[config.mk]
export PLATFORM = sky130hd
export DESIGN_NAME = adc_seq_top
export DESIGN_NICKNAME = d
export VERILOG_FILES = /design/src/rtl/adc_seq_pkg.sv /design/src/rtl/adc_div_stage.sv /design/src/rtl/adc_seq_ctrl.sv /design/src/rtl/adc_seq_data.sv /design/src/rtl/adc_seq_top.sv
export SDC_FILE = /design/constraint.sdc
export NUM_CORES = 1
export LEC_CHECK = 0
export BUFFER_PORTS_ARGS = -buffer_cell sky130_fd_sc_hd__buf_2
export CAP_MARGIN = 10
export CORE_MARGIN = 1
export CORE_UTILIZATION = 40
export CTS_BUF_LIST = sky130_fd_sc_hd__clkbuf_4 sky130_fd_sc_hd__clkbuf_8 sky130_fd_sc_hd__clkbuf_16
export CTS_CLUSTER_DIAMETER = 80
export DETAILED_ROUTE_END_ITERATION = 16
export GPL_TIMING_DRIVEN = 0
export PLACE_DENSITY = 0.53
export SLEW_MARGIN = 10
export SYNTH_ARGS = -nofsm -noshare
export SYNTH_HDL_FRONTEND = slang
export SYNTH_HIERARCHICAL = 1
export SYNTH_SLANG_ARGS = --single-unit
[constraint.sdc]
create_clock -name clk -period 8.8 [get_ports clk]
set_input_delay 1.76 -clock clk [delete_from_list [all_inputs] [get_ports clk]]
set_output_delay 1.76 -clock clk [all_outputs]
set_load 0.02 [all_outputs]
[src/rtl/adc_seq_pkg.sv]
package adc_seq_pkg;
  localparam int NUM_CH = 16;
  localparam int CH_W   = $clog2(NUM_CH);

  localparam logic [2:0] MODE_OFF  = 3'b000;
  localparam logic [2:0] MODE_STBY = 3'b001;
  localparam logic [2:0] MODE_RUN  = 3'b111;

  // strobes from the sequencer to the result store
  typedef struct packed {
    logic            capture;
    logic [CH_W-1:0] chan;
  } seq_strobe_t;
endpackage

[src/rtl/adc_div_stage.sv]
module adc_div_stage #(
  parameter int W = 10
) (
  input  logic         clk,
  input  logic         rstN,
  input  logic         clear,
  input  logic         inTick,
  input  logic [W-1:0] divisor,
  output logic         outTick
);
  logic [W-1:0] cnt;
  logic         atEnd;

  assign atEnd   = (cnt >= divisor);
  assign outTick = inTick && atEnd;

  always_ff @(posedge clk or negedge rstN) begin
    if (!rstN)       cnt <= '0;
    else if (clear)  cnt <= '0;
    else if (inTick) cnt <= atEnd ? '0 : cnt + 1'b1;
  end
endmodule

[src/rtl/adc_seq_ctrl.sv]
module adc_seq_ctrl import adc_seq_pkg::*; #(
  parameter int ADDR_W     = 8,
  parameter int PRE_W      = 15,
  parameter int PRE_LSB    = 17,
  parameter int SC_W       = 10,
  parameter int SLOT_TICKS = 12,
  parameter int INIT_TICKS = 4,
  parameter logic [ADDR_W-1:0] ENG_OFF = 'h00,
  parameter logic [ADDR_W-1:0] CLK_OFF = 'h0C,
  parameter logic [ADDR_W-1:0] TOP_OFF = 'hC0
) (
  input  logic              clk,
  input  logic              rstN,
  input  logic              wrEn,
  input  logic [ADDR_W-1:0] addr,
  input  logic [31:0]       wrData,
  output logic [31:0]       engWord,
  output logic [31:0]       clkWord,
  output logic              active,
  output logic              initRdy,
  output seq_strobe_t       strb,
  output logic              adcReq,
  output logic [CH_W-1:0]   adcChan
);
  localparam int SLOT_W = $clog2(SLOT_TICKS);
  localparam int INIT_W = $clog2(INIT_TICKS + 1);

  logic              engEn;
  logic [2:0]        engMode;
  logic [NUM_CH-1:0] chanEn;
  logic [PRE_W-1:0]  preDiv;
  logic [SC_W-1:0]   scDiv;
  logic              wrHit;

  assign wrHit = wrEn && (addr[1:0] == 2'b00) && (addr <= TOP_OFF);

  always_ff @(posedge clk or negedge rstN) begin
    if (!rstN) begin
      engEn   <= 1'b0;
      engMode <= MODE_OFF;
      chanEn  <= '0;
      preDiv  <= '0;
      scDiv   <= '0;
    end else if (wrHit) begin
      if (addr == ENG_OFF) begin
        engEn   <= wrData[0];
        engMode <= wrData[3:1];
        chanEn  <= wrData[16 +: NUM_CH];
      end
      if (addr == CLK_OFF) begin
        preDiv <= wrData[PRE_LSB +: PRE_W];
        scDiv  <= wrData[SC_W-1:0];
      end
    end
  end

  always_comb begin
    engWord              = '0;
    engWord[0]           = engEn;
    engWord[3:1]         = engMode;
    engWord[8]           = initRdy;
    engWord[16 +: NUM_CH] = chanEn;
    clkWord              = '0;
    clkWord[PRE_LSB +: PRE_W] = preDiv;
    clkWord[SC_W-1:0]    = scDiv;
  end

  assign active = engEn && (engMode == MODE_RUN);

  // cascaded dividers, restarted while idle and at every slot start
  logic divClear, preTick, scTick;
  logic slotStart, slotEnd, running;

  assign divClear = !active || slotStart;

  adc_div_stage #(.W(PRE_W)) uPre (
    .clk(clk), .rstN(rstN), .clear(divClear), .inTick(1'b1),
    .divisor(preDiv), .outTick(preTick)
  );

  adc_div_stage #(.W(SC_W)) uScl (
    .clk(clk), .rstN(rstN), .clear(divClear), .inTick(preTick),
    .divisor(scDiv), .outTick(scTick)
  );

  // start-up wait
  logic [INIT_W-1:0] initCnt;

  always_ff @(posedge clk or negedge rstN) begin
    if (!rstN) begin
      initCnt <= '0;
      initRdy <= 1'b0;
    end else if (!active) begin
      initCnt <= '0;
      initRdy <= 1'b0;
    end else if (!initRdy && scTick) begin
      initCnt <= initCnt + 1'b1;
      if (initCnt == INIT_W'(INIT_TICKS - 1)) initRdy <= 1'b1;
    end
  end

  // round-robin pick of the next enabled channel at or after ptr
  logic [CH_W-1:0]   ptr, curChan, pickChan;
  logic              pickHit, busy;
  logic [SLOT_W-1:0] slotCnt;

  always_comb begin
    pickHit  = 1'b0;
    pickChan = '0;
    for (int k = 0; k < NUM_CH; k++) begin
      if (!pickHit && chanEn[CH_W'(int'(ptr) + k)]) begin
        pickHit  = 1'b1;
        pickChan = CH_W'(int'(ptr) + k);
      end
    end
  end

  assign running   = active && initRdy;
  assign slotStart = running && !busy && pickHit;
  assign slotEnd   = running && busy && scTick && (slotCnt == SLOT_W'(SLOT_TICKS - 1));

  always_ff @(posedge clk or negedge rstN) begin
    if (!rstN) begin
      busy    <= 1'b0;
      ptr     <= '0;
      curChan <= '0;
      slotCnt <= '0;
    end else if (!running) begin
      busy    <= 1'b0;
      ptr     <= '0;
      slotCnt <= '0;
    end else if (slotStart) begin
      busy    <= 1'b1;
      curChan <= pickChan;
      slotCnt <= '0;
    end else if (busy && scTick) begin
      if (slotEnd) begin
        busy    <= 1'b0;
        ptr     <= curChan + 1'b1;
        slotCnt <= '0;
      end else begin
        slotCnt <= slotCnt + 1'b1;
      end
    end
  end

  assign strb.capture = slotEnd;
  assign strb.chan    = curChan;
  assign adcReq       = busy;
  assign adcChan      = curChan;
endmodule

[src/rtl/adc_seq_data.sv]
module adc_seq_data import adc_seq_pkg::*; #(
  parameter int ADDR_W = 8,
  parameter int RES_W  = 10,
  parameter logic [ADDR_W-1:0] ENG_OFF = 'h00,
  parameter logic [ADDR_W-1:0] CLK_OFF = 'h0C,
  parameter logic [ADDR_W-1:0] RES_OFF = 'h10,
  parameter logic [ADDR_W-1:0] TOP_OFF = 'hC0
) (
  input  logic              clk,
  input  logic              rstN,
  input  seq_strobe_t       strb,
  input  logic [RES_W-1:0]  adcData,
  input  logic              rdEn,
  input  logic [ADDR_W-1:0] addr,
  input  logic [31:0]       engWord,
  input  logic [31:0]       clkWord,
  output logic [31:0]       rdData
);
  localparam int PAD_W  = 16 - RES_W;
  localparam int PAIRS  = NUM_CH / 2;
  localparam int PAIR_W = $clog2(PAIRS);
  localparam logic [ADDR_W-1:0] RES_END = RES_OFF + ADDR_W'(4 * PAIRS);

  logic [RES_W-1:0] res [NUM_CH];
  logic [31:0]      pairWord [PAIRS];

  always_ff @(posedge clk or negedge rstN) begin
    if (!rstN) begin
      for (int c = 0; c < NUM_CH; c++) res[c] <= '0;
    end else if (strb.capture) begin
      res[strb.chan] <= adcData;
    end
  end

  for (genvar p = 0; p < PAIRS; p++) begin : gPair
    assign pairWord[p] = {{PAD_W{1'b0}}, res[2*p+1], {PAD_W{1'b0}}, res[2*p]};
  end

  logic              rdHit;
  logic [ADDR_W-1:0] resOffs;
  logic [PAIR_W-1:0] pairSel;
  logic [31:0]       rdNext;

  assign rdHit   = (addr[1:0] == 2'b00) && (addr <= TOP_OFF);
  assign resOffs = addr - RES_OFF;
  assign pairSel = PAIR_W'(resOffs >> 2);

  always_comb begin
    rdNext = '0;
    if (rdHit) begin
      if (addr == ENG_OFF)                           rdNext = engWord;
      else if (addr == CLK_OFF)                      rdNext = clkWord;
      else if (addr >= RES_OFF && addr < RES_END)    rdNext = pairWord[pairSel];
    end
  end

  always_ff @(posedge clk or negedge rstN) begin
    if (!rstN)     rdData <= '0;
    else if (rdEn) rdData <= rdNext;
  end
endmodule

[src/rtl/adc_seq_top.sv]
module adc_seq_top import adc_seq_pkg::*; #(
  parameter int ADDR_W     = 8,
  parameter int RES_W      = 10,
  parameter int PRE_W      = 15,
  parameter int PRE_LSB    = 17,
  parameter int SC_W       = 10,
  parameter int SLOT_TICKS = 12,
  parameter int INIT_TICKS = 4
) (
  input  logic              clk,
  input  logic              rstN,
  input  logic              regWrEn,
  input  logic              regRdEn,
  input  logic [ADDR_W-1:0] regAddr,
  input  logic [31:0]       regWrData,
  output logic [31:0]       regRdData,
  output logic              adcReq,
  output logic [CH_W-1:0]   adcChan,
  input  logic [RES_W-1:0]  adcData
);
  localparam logic [ADDR_W-1:0] ENG_OFF = ADDR_W'('h00);
  localparam logic [ADDR_W-1:0] CLK_OFF = ADDR_W'('h0C);
  localparam logic [ADDR_W-1:0] RES_OFF = ADDR_W'('h10);
  localparam logic [ADDR_W-1:0] TOP_OFF = ADDR_W'('hC0);

  logic [31:0] engWord, clkWord;
  logic        engActive, engReady;
  seq_strobe_t seqStrb;

  adc_seq_ctrl #(
    .ADDR_W(ADDR_W), .PRE_W(PRE_W), .PRE_LSB(PRE_LSB), .SC_W(SC_W),
    .SLOT_TICKS(SLOT_TICKS), .INIT_TICKS(INIT_TICKS),
    .ENG_OFF(ENG_OFF), .CLK_OFF(CLK_OFF), .TOP_OFF(TOP_OFF)
  ) uCtrl (
    .clk(clk), .rstN(rstN), .wrEn(regWrEn), .addr(regAddr), .wrData(regWrData),
    .engWord(engWord), .clkWord(clkWord), .active(engActive), .initRdy(engReady),
    .strb(seqStrb), .adcReq(adcReq), .adcChan(adcChan)
  );

  adc_seq_data #(
    .ADDR_W(ADDR_W), .RES_W(RES_W), .ENG_OFF(ENG_OFF), .CLK_OFF(CLK_OFF),
    .RES_OFF(RES_OFF), .TOP_OFF(TOP_OFF)
  ) uData (
    .clk(clk), .rstN(rstN), .strb(seqStrb), .adcData(adcData), .rdEn(regRdEn),
    .addr(regAddr), .engWord(engWord), .clkWord(clkWord), .rdData(regRdData)
  );
endmodule

==> results.json, run 1 <==
{
  "outcome": "completed",
  "grt_use_total_pct": 23.21,
  "critPathRequiredTime_ns": 9.26,
  "die_w_um": 202.2,
  "start_util_pct": 40.99,
  "worstHoldStart": "uData/pairWord[49]",
  "coreArea_mm2": 0.03910,
  "nets": 1640,
  "drive_above_1_share_pct": 32.83,
  "hold-worst-slack_ns": 0.5016,
  "synth_cells": 1405,
  "grt_pass1_wl_mm": 72.14,
  "yosysWarnings": 6,
  "leakage_nw": 8.545,
  "drtIter0Drc": 925,
  "numPortBuffers": 83,
  "ys_ff_latch": 279,
  "postLayoutCellArea_mm2": 0.01853,
  "postCtsSetupBuffers": 0,
  "n_fill_cell": 3659,
  "max_freq_mhz": 172.7,
  "hold_viol": 0,
  "clock_path_buffers": 3,
  "synth_ff_type": "dfrtp_1",
  "syn_area_per_cell_um2": 11.41,
  "dp_slack_ns": 3.012,
  "cts_sinks": 279,
  "peakVddDrop_uv": 112.8,
  "crit_fanout": 10,
  "setup_violations": 0,
  "hold_end": "uData/pairWord[49]",
  "antenna_found_initial": 0,
  "slowest_stage": "mux4_2",
  "place_area_mm2": 0.01725,
  "dieHeight_um": 202.2,
  "worst_setup_path_end_kind": "register",
  "cts_root_buf": "clkbuf_16",
  "route.detailed.drc": 0,
  "cts_buffers": 36,
  "finalSetupTns_ns": 0,
  "cts.repair.resized": 0,
  "gp_congestion": 0.8866,
  "cpMostUsedCell": "buf_6",
  "fin_crit_ns": 5.790,
  "avgRoutedWirePerCell_um": 22.05,
  "cts.clk_slew.worst_paths_ns": 0.06,
  "overflow": 0,
  "hp-class": "reg -> reg",
  "top_level_ports": 91,
  "synth_cell_types": 85,
  "power.total_mw": 3.151,
  "r2r-end": "uCtrl/uPre/cnt[10]",
  "antenna_left": 0,
  "synthArstFlopShare_pct": 100.0,
  "relSlewSlack_pct": 19.52,
  "cts_hold_buf": 0,
  "instances_no_fill": 2094,
  "dp_cells": 2028,
  "syn2layout_area_growth_pct": 15.59,
  "yosysTopAreaCell": "dfrtp_1",
  "fin_util_pct": 47.38,
  "r2r-start": "uCtrl/ptr[1]",
  "row_count": 72,
  "final.setup.worst_slack_ns": 3.010,
  "syn-cell-area_mm2": 0.01603,
  "yosysSeqAreaShare_pct": 43.56,
  "cts_tree": "done",
  "crit_type": "reg -> reg",
  "cpPeakStageDelay_ns": 0.58,
  "reg2reg_setup_slack_ns": 3.01,
  "synth_top_area_share_pct": 43.56,
  "hold_path_depth": 1,
  "first_pass_iters": 7,
  "tightest_slew_ns": 1.199,
  "die_area_mm2": 0.04087,
  "drv_cap": 0,
  "rsz0062_at_grt": "false",
  "wl_mm": 46.18,
  "r2r_cells": 19,
  "post-dp-hpwl_mm": 34.06,
  "via_per_inst": 5.601,
  "cp_cell_sequence": "buf_4 -> buf_6 -> inv_1 -> ha_1 -> buf_2 -> clkbuf_1 -> mux4_1 -> mux4_2 -> nor4b_4 -> and3_1 -> buf_6 -> nand3_2 -> o31ai_4 -> buf_6 -> nand2_1 -> nor2_1 -> nand4_1 -> or3_1 -> o21ai_1",
  "drv_slew": 0,
  "grt_max_degree": 78,
  "cp.arrival_ns": 6.26,
  "htreeDepth": 2,
  "power_density_mw_per_mm2": 170.1,
  "clock_latency_ns": 0.55,
  "synth_edf_count": 0,
  "synth_area_leaders": "dfrtp_1 (44%), mux2_2 (16%), mux4_2 (6.2%)",
  "fin_worst_skew_ns": 0.01828,
  "start_kind": "register",
  "finalCritPeriodShare_pct": 65.80,
  "vias": 11728,
  "grt_pass1_vias": 11828
}
flip-flops by register name (all words and copies together), names as in the netlist:
| register | cells |
|---|---|
| uCtrl/initRdy | 1 |
| uCtrl/engMode | 3 |
| uCtrl/slotCnt | 4 |
| uCtrl/initCnt | 3 |
| uCtrl/ptr | 4 |
| uCtrl/uScl/cnt | 10 |
| uCtrl/adcReq | 1 |
| uCtrl/adcChan | 4 |
| uData/pairWord | 160 |
| uCtrl/engEn | 1 |
| uCtrl/chanEn | 16 |
| uCtrl/scDiv | 10 |
| uCtrl/preDiv | 15 |
| uData/rdData | 32 |
| uCtrl/uPre/cnt | 15 |
per-layer routing:
layer	vias to the layer above	global-route usage (%)	wire length [um]
met5	-	0	0
met3	56	3.386	2188
met4	0	7.358	1175
met1	5941	33.17	21820
met2	287	36.24	20990
li1	5444	-	-
cell usage after synthesis (6+ instances only):
master	number
ha_1	38
nor3_1	11
mux2_2	222
nor4_1	6
a22oi_1	31
nand2b_1	23
inv_1	73
a32oi_1	22
nand4_1	15
a21oi_1	44
clkbuf_1	43
nand3_1	56
nor2_1	63
nor2_2	9
and3_1	7
mux4_2	44
o21ai_1	10
o21ai_0	36
buf_6	10
nand2_1	63
or2_0	10
o22ai_1	32
dfrtp_1	279
or3_1	11
xnor2_1	12
mux2i_1	69
buf_2	22
a31oi_1	16
or2_2	6
buf_4	28
power breakdown:
group | internal (mW) | total [mW] | switching (mW)
clock | 0.978 | 1.57 | 0.587
combinational | 0.0992 | 0.276 | 0.177
sequential | 1.29 | 1.31 | 0.0152
logic make-up after synthesis:
group | synth area share [%]
AOI/OAI and AO/OA | 9.931
xor gates and xnor gates | 0.9290
adders and majority gates | 2.967
buffers and inverters | 5.691
DFF | 43.56
muxes | 26.51
other | 0.04686
and+or+nand+nor | 10.36
final cells by class:
cell class / instances / area [um^2] / area share, %
antenna: 1 / 2.502 / 0.01351
buffer: 108 / 630.6 / 3.404
clock buffer: 54 / 1086 / 5.862
clock inverter: 11 / 182.7 / 0.9861
inverter: 75 / 281.5 / 1.520
multi-input combinational: 962 / 8204 / 44.29
sequential: 279 / 6982 / 37.69
tap: 518 / 648.1 / 3.499
timing repair buffer: 86 / 508.0 / 2.742
worst max path at each step:
stage | cells past startpoint | end | start
floorplan | 21 | uCtrl/uPre/cnt[9] | uCtrl/ptr[1]
global placement | 1 | uCtrl/adcChan[1] | rstN
detailed placement | 19 | uCtrl/uPre/cnt[10] | uCtrl/ptr[1]
CTS | 19 | uCtrl/uPre/cnt[10] | uCtrl/ptr[1]
global route | 19 | uCtrl/uPre/cnt[5] | uCtrl/ptr[1]
finish | 19 | uCtrl/uPre/cnt[10] | uCtrl/ptr[1]
critical path: cells and delay by family, from the launching register on:
| family | cells | cell delay [ns] |
|---|---|---|
| fa+ha+maj | 1 | 0.30 |
| simple gates | 7 | 1.82 |
| compound gates | 2 | 0.38 |
| flops | 1 | 0.52 |
| buf+inv | 7 | 1.60 |
| mux | 2 | 1.04 |
layout by cell type, fill, tap and decap left out, types with 6 or more instances in the layout:
cell type,synthesis,layout
ha_1,38,38
and3_1,7,7
conb_1,2,21
nor4_1,6,6
buf_6,10,10
clkbuf_1,43,43
a21oi_1,44,44
mux2i_1,69,69
buf_4,28,28
o21ai_0,36,36
mux2_2,222,222
inv_1,73,73
clkbuf_16,0,36
a32oi_1,22,22
nand3_1,56,56
or3_1,11,11
nor2_1,63,63
clkbuf_4,0,10
or2_2,6,6
buf_2,22,104
a31oi_1,16,16
o21ai_1,10,10
nand2_1,63,63
nor3_1,11,11
clkbuf_8,0,8
or2_0,10,10
dfrtp_1,279,279
o22ai_1,32,32
a22oi_1,31,31
xnor2_1,12,12
nand2b_1,23,23
mux4_2,44,44
nor2_2,9,9
nand4_1,15,15
No activity file was read; power rests on OpenSTA's default activity.
==> run 2: changes to the inputs <==
- PLACE_DENSITY: 0.53 -> 0.55
- clock period: 8.8 -> 4.8 ns (I/O delays scaled with it)
==> run 2 against run 1 <==
Compared with the run above:
- clock power increased by 66%
- register-to-register slack got worse by 2.8 ns
- maximum frequency increased by 27%
- sequential share of layout area decreased by 0.61 points
- critical endpoint is now uCtrl/uPre/cnt[2]
- largest cell class unchanged
==> results.json, run 2 (synthesis gave the netlist of run 1 again) <==
{
  "outcome": "completed",
  "reg2reg_setup_slack_ns": 0.25,
  "cts_root_buf": "clkbuf_16",
  "row_count": 72,
  "start_util_pct": 40.99,
  "r2r_cells": 20,
  "grt_pass1_wl_mm": 72.31,
  "crit_end": "uCtrl/uPre/cnt[2]",
  "htreeDepth": 2,
  "r2r-end": "uCtrl/uPre/cnt[2]",
  "grt_max_degree": 100,
  "cts_tree": "done",
  "post-dp-hpwl_mm": 33.75,
  "coreArea_mm2": 0.03910,
  "grt_pass1_vias": 12066,
  "wl_mm": 46.72,
  "crit_fanout": 10,
  "worst_setup_path_end_kind": "register",
  "leakage_nw": 8.650,
  "nets": 1663,
  "cp.arrival_ns": 5.00,
  "largest_reg_flops": 160,
  "die_w_um": 202.2,
  "finalCritPeriodShare_pct": 94.71,
  "drv_cap": 0,
  "grt_use_total_pct": 23.20,
  "top_layer": "met4",
  "top_level_ports": 91,
  "r2r-start": "uCtrl/ptr[0]",
  "crit_path_start": "uCtrl/ptr[0]",
  "numPortBuffers": 83,
  "start_kind": "register",
  "final.setup.worst_slack_ns": 0.2541,
  "cts_sinks": 279,
  "cts_hold_buf": 0,
  "gp_congestion": 0.9059,
  "hp-class": "in -> async",
  "vias": 12002,
  "fin_worst_skew_ns": 0.01760,
  "critPathRequiredTime_ns": 5.25,
  "first_pass_iters": 5,
  "wl_met3_mm": 2.494,
  "cts.clk_slew.worst_paths_ns": 0.06,
  "clock_latency_ns": 0.55,
  "hold-worst-slack_ns": 0.2777,
  "hold_viol": 0,
  "tightest_slew_ns": 0.8192,
  "rsz0062_at_grt": "false",
  "drive_above_1_share_pct": 34.96,
  "crit_type": "reg -> reg",
  "wl_met2_mm": 21.29,
  "avgRoutedWirePerCell_um": 22.09,
  "relSlewSlack_pct": 45.39,
  "dieHeight_um": 202.2,
  "dp_slack_ns": -0.9417,
  "antenna_left": 0,
  "setup_violations": 0,
  "syn2layout_area_growth_pct": 17.53,
  "drtIter0Drc": 825,
  "die_area_mm2": 0.04087,
  "drv_slew": 0,
  "clock_path_buffers": 3,
  "wl_met1_mm": 21.47,
  "peakVddDrop_uv": 206.8,
  "power_density_mw_per_mm2": 292.8,
  "max_freq_mhz": 220.0,
  "via_per_inst": 5.675,
  "final_common_cell": "dfrtp_1",
  "route.detailed.drc": 0,
  "cts_buffers": 35,
  "overflow": 0,
  "antenna_found_initial": 0,
  "layout_common_cells": "dfrtp_1 (278), mux2_2 (222), buf_2 (101)",
  "fin_crit_ns": 4.546
}
[run 2: cell types whose count changed in the layout (fill, tap and decap cells not counted), sizes merged]
cell,previous run,this run
inv,77,72
buf,150,176
clkinvlp,0,3
clkinv,5,14
or3,12,13
bufinv,4,1
clkbuf,98,88
[run 2: repair_timing]
| action | in CTS | in global routing |
|---|---|---|
| gates resized for setup | 16 | 24 |
| pin swaps | 1 | 11 |
| buffers inserted | 8 | 21 |
| gates cloned | 0 | 1 |
| endpoints found under the setup margin | 189 | 176 |
[run 2: through the flow]
| stage | instances | instance area, um^2 | util, % | power (mW) | TNS [ns] |
|---|---|---|---|---|---|
| after global routing | 2114 | 18830 | 48.17 | 5.730 | 0 |
| after global placement | 2025 | 17160 | 43.89 | 2.930 | -802.33 |
| after detailed placement | 2028 | 17250 | 44.13 | 2.941 | -97.69 |
| final | 2115 | 18840 | 48.18 | 5.516 | 0 |
| after floorplan | 1424 | 16100 | - | 2.730 | 0 |
| after CTS | 2093 | 18490 | 47.28 | 5.583 | -1.422 |
[run 2: layer usage]
layer / up-vias / track usage, %
li1: 5500 / -
met1: 6108 / 33.12
met2: 319 / 35.87
met3: 75 / 3.160
met4: 0 / 8.593
met5: - / 0
[run 2: how the worst min path moves through the flow]
stage	from	to	slack (ns)
2_1_floorplan	uData/pairWord[164]	uData/pairWord[164]	0.47
3_3_place_gp	uData/pairWord[101]	uData/pairWord[101]	0.48
4_1_cts	rstN	uData/pairWord[2]	0.26
3_5_place_dp	uData/pairWord[32]	uData/pairWord[32]	0.49
6_report	rstN	uData/pairWord[2]	0.28
5_1_grt	rstN	uData/pairWord[2]	0.29
[run 2: worst max-delay path, cell delays in order (launching register included)]
cell and delay, ns:
dfrtp_1 0.38, buf_12 0.12, clkinvlp_4 0.10, ha_1 0.31
buf_6 0.15, mux4_2 0.56, mux4_2 0.46, buf_4 0.19
nor4b_4 0.34, and3_1 0.22, buf_6 0.13, nand3_2 0.09
o31ai_4 0.22, buf_6 0.16, nand2_2 0.12, nor2_2 0.15
and4_4 0.25, buf_6 0.14, buf_6 0.14, a21oi_1 0.07
a31oi_1 0.16
[run 2: area by class of cell]
class	instances	area, um^2
Fill cell	3584	20260
Clock inverter	15	136.4
Buffer	102	636.9
Multi-Input combinational cell	963	8335
Inverter	75	289.0
Sequential cell	279	6983
Tap cell	518	648.1
Antenna cell	1	2.502
Timing Repair Buffer	115	800.8
Clock buffer	47	1003
[run 2: where the power goes]
part           switching, mW  leakage [nW]  internal, mW
clock                   1.06         0.574          1.53
sequential            0.0273          3.89          2.37
combinational          0.326          4.19         0.193
==> run 3: changes to the inputs <==
- ABC_AREA: unset -> 1
==> run 3 against run 2 <==
Compared with the run above:
- maximum frequency grew 5.1%
- via count grew 24%
- combinational power decreased by 29%
- non-clock buffer count increased by 3
- sequential power about the same
- first-iteration DRC count is 43% higher
- critical path type unchanged
- largest cell class unchanged
==> results.json, run 3 <==
{
  "grt_pass1_wl_mm": 80.21,
  "wl_mm": 50.87,
  "antenna_found_initial": 4,
  "power_density_mw_per_mm2": 294.5,
  "start_util_pct": 40.56,
  "final_common_cell": "nand2_1",
  "yosys-top-cells-count": "nand2_1 (779), dfrtp_1 (279), nand3_1 (249)",
  "met2_usage_pct": 38.72,
  "peakVddDrop_uv": 229.7,
  "relSlewSlack_pct": 44.41,
  "nets": 2472,
  "drv_cap": 0,
  "post-dp-hpwl_mm": 37.73,
  "cts.clk_slew.worst_paths_ns": 0.05,
  "overflow": 0,
  "slowest_stage": "dfrtp_1",
  "critPathRequiredTime_ns": 5.27,
  "numPortBuffers": 84,
  "hp-class": "in -> async",
  "synth_cells": 2239,
  "cts_tree": "done",
  "crit_path_start": "uCtrl/ptr[1]",
  "grt_max_degree": 102,
  "netSwitchingPower_mw": 1.353,
  "start_kind": "register",
  "synth_cell_types": 47,
  "cts_root_buf": "clkbuf_16",
  "top_level_ports": 91,
  "vias": 14890,
  "yosysTopAreaCell": "dfrtp_1",
  "cpMostUsedCell": "nand2_1",
  "synth_top_area_share_pct": 43.22,
  "r2r-start": "uCtrl/ptr[1]",
  "synth_ff_type": "dfrtp_1",
  "setup_violations": 0,
  "synth_most_common_cell": "nand2_1",
  "outcome": "completed",
  "layout_common_cells": "nand2_1 (779), dfrtp_1 (279), nand3_1 (249)",
  "route.detailed.drc": 0,
  "die_w_um": 203.0,
  "avgRoutedWirePerCell_um": 17.34,
  "cpPeakStageDelay_ns": 0.44,
  "coreArea_mm2": 0.03982,
  "max_freq_mhz": 231.2,
  "drive_above_1_share_pct": 13.63,
  "finalCritPeriodShare_pct": 90.12,
  "clock_latency_ns": 0.55,
  "largest_reg_flops": 160,
  "met1_usage_pct": 35.75,
  "htreeDepth": 2,
  "grt_use_total_pct": 25.31,
  "synth_edf_count": 0,
  "ys_ff_latch": 279,
  "postCtsSetupBuffers": 0,
  "yosysSeqAreaShare_pct": 43.22,
  "power.total_mw": 5.473,
  "fin_crit_ns": 4.326,
  "cts_hold_buf": 0,
  "dieHeight_um": 203.0,
  "p_sw_share_pct": 24.72,
  "n_fill_cell": 4192,
  "grt_pass1_vias": 14295,
  "cp_num_cells": 25,
  "via_per_inst": 5.075,
  "cts_buffers": 36,
  "r2r_cells": 25,
  "clockPowerShare_pct": 50.1,
  "cp.arrival_ns": 4.80,
  "clock_path_buffers": 3,
  "drv_slew": 0,
  "synthArstFlopShare_pct": 100.0,
  "combPwrFrac_pct": 6.7,
  "worst_setup_path_end_kind": "register",
  "leakage_nw": 9.484,
  "crit_fanout": 13,
  "yosysWarnings": 6,
  "synth_area_leaders": "dfrtp_1 (43%), nand2_1 (18%), nand3_1 (7.7%)",
  "syn_area_per_cell_um2": 7.215,
  "fin_worst_skew_ns": 0.02395,
  "row_count": 73,
  "crit_type": "reg -> reg",
  "first_pass_iters": 5,
  "tightest_slew_ns": 0.8274,
  "syn2layout_area_growth_pct": 15.05,
  "power_frac_seq_pct": 43.2,
  "gp_congestion": 0.9111,
  "drtIter0Drc": 1183,
  "cts_sinks": 279,
  "hold_viol": 0,
  "fin_util_pct": 46.67,
  "met3_usage_pct": 4.286,
  "p_int_mw": 4.120,
  "die_area_mm2": 0.04119,
  "crit_family": "simple AND/OR/NAND/NOR gates",
  "cp_num_buf_inv": 6,
  "rsz0062_at_grt": "false",
  "syn-cell-area_mm2": 0.01615,
  "antenna_left": 0,
  "top_usage_layer": "met2"
}
[run 3: changes by cell type in the layout (fill, tap and decap cells not counted), sizes merged, moves of 88 or more]
cell | before | now
inv | 72 | 241
mux2 | 223 | 7
nand2 | 63 | 789
nand3 | 59 | 263
nor2 | 72 | 160
o21ai | 46 | 205
[run 3: worst reg2reg max path, cell delays in order (launching register included)]
cell and delay, ns:
dfrtp_1 0.44, inv_1 0.23, buf_4 0.28, ha_1 0.29, inv_1 0.12, clkbuf_4 0.24
nand3_1 0.13, nand3_1 0.12, nand2_1 0.08, nand2_1 0.08, nand2_2 0.09, nor2_8 0.14
nand4_4 0.13, nor2_4 0.14, nand4_1 0.10, nor2_2 0.16, nand3_2 0.11, nor2_4 0.16
nand4_1 0.10, nand2_1 0.13, buf_6 0.15, nand2_1 0.17, nor2_4 0.23, clkbuf_4 0.27
nand3_1 0.11, nand2_1 0.07
[run 3: cell families after synthesis]
group	share of synthesized area, %
compound gates	8.388
xor+xnor	1.441
fa+ha+maj	2.943
buf+inv	10.08
flops	43.22
mux	0.4880
other cells	0.04649
simple gates	33.40
[run 3: area by class of cell]
| type | count | area [um^2] | share of cell area [%] |
|---|---|---|---|
| antenna | 3 | 7.507 | 0.04039 |
| clock buffer | 54 | 1110 | 5.971 |
| clock inverter | 10 | 93.84 | 0.5049 |
| timing repair buffer | 86 | 485.5 | 2.612 |
| tap | 525 | 656.9 | 3.534 |
| multi-input combinational | 1604 | 7617 | 40.99 |
| sequential | 279 | 6982 | 37.57 |
| buffer | 134 | 730.7 | 3.932 |
| inverter | 239 | 902.1 | 4.854 |
[run 3: repair_timing]
| action | 4_1_cts | 5_1_grt |
|---|---|---|
| hold endpoints to repair | 0 | 0 |
| endpoints found under the setup margin | 0 | 13 |
| resized for setup | 0 | 7 |
[run 3: stage by stage]
stage | TNS [ns] | instances | hold WS (ns) | instance area [um^2] | worst slack (ns)
floorplan | 0 | 2257 | 0.4530 | 16220 | 1.205
global placement | -719.00 | 2866 | 0.4585 | 17300 | -2.607
detailed placement | 0 | 2868 | 0.4607 | 17360 | 0.2233
CTS | 0 | 2932 | 0.4755 | 18570 | 0.1989
global route | 0 | 2932 | 0.4939 | 18580 | 0.02871
finish | 0 | 2934 | 0.4613 | 18590 | 0.4743
[run 3: worst paths after layout]
| kind | endpoint | slack (ns) |
|---|---|---|
| hold / removal | uData/pairWord[161] | 0.46 |
| max in group asynchronous | uData/rdData[15] | 3.36 |
| min in group clk | uData/rdData[30] | 0.47 |
| hold reg to reg | uData/rdData[30] | 0.47 |
| setup reg to reg | uCtrl/uPre/cnt[10] | 0.47 |
| setup / recovery | uCtrl/uPre/cnt[10] | 0.47 |
[run 3: power by group through the flow]
| stage | registers (mW) | logic [mW] | clock network, mW |
|---|---|---|---|
| 6_report | 2.37 | 0.366 | 2.74 |
| 5_1_grt | 2.37 | 0.406 | 2.89 |
| 4_1_cts | 2.37 | 0.365 | 2.81 |
| 3_5_place_dp | 2.41 | 0.364 | 0 |
| 3_3_place_gp | 2.41 | 0.355 | 0 |
| 2_1_floorplan | 2.41 | 0.186 | 0 |
[run 3: layer usage]
metal / part of all wire, % / routed length [um]
met5: 0 / 0
met4: 3.1 / 1599
met3: 6.4 / 3257
met2: 44 / 22190
met1: 47 / 23830
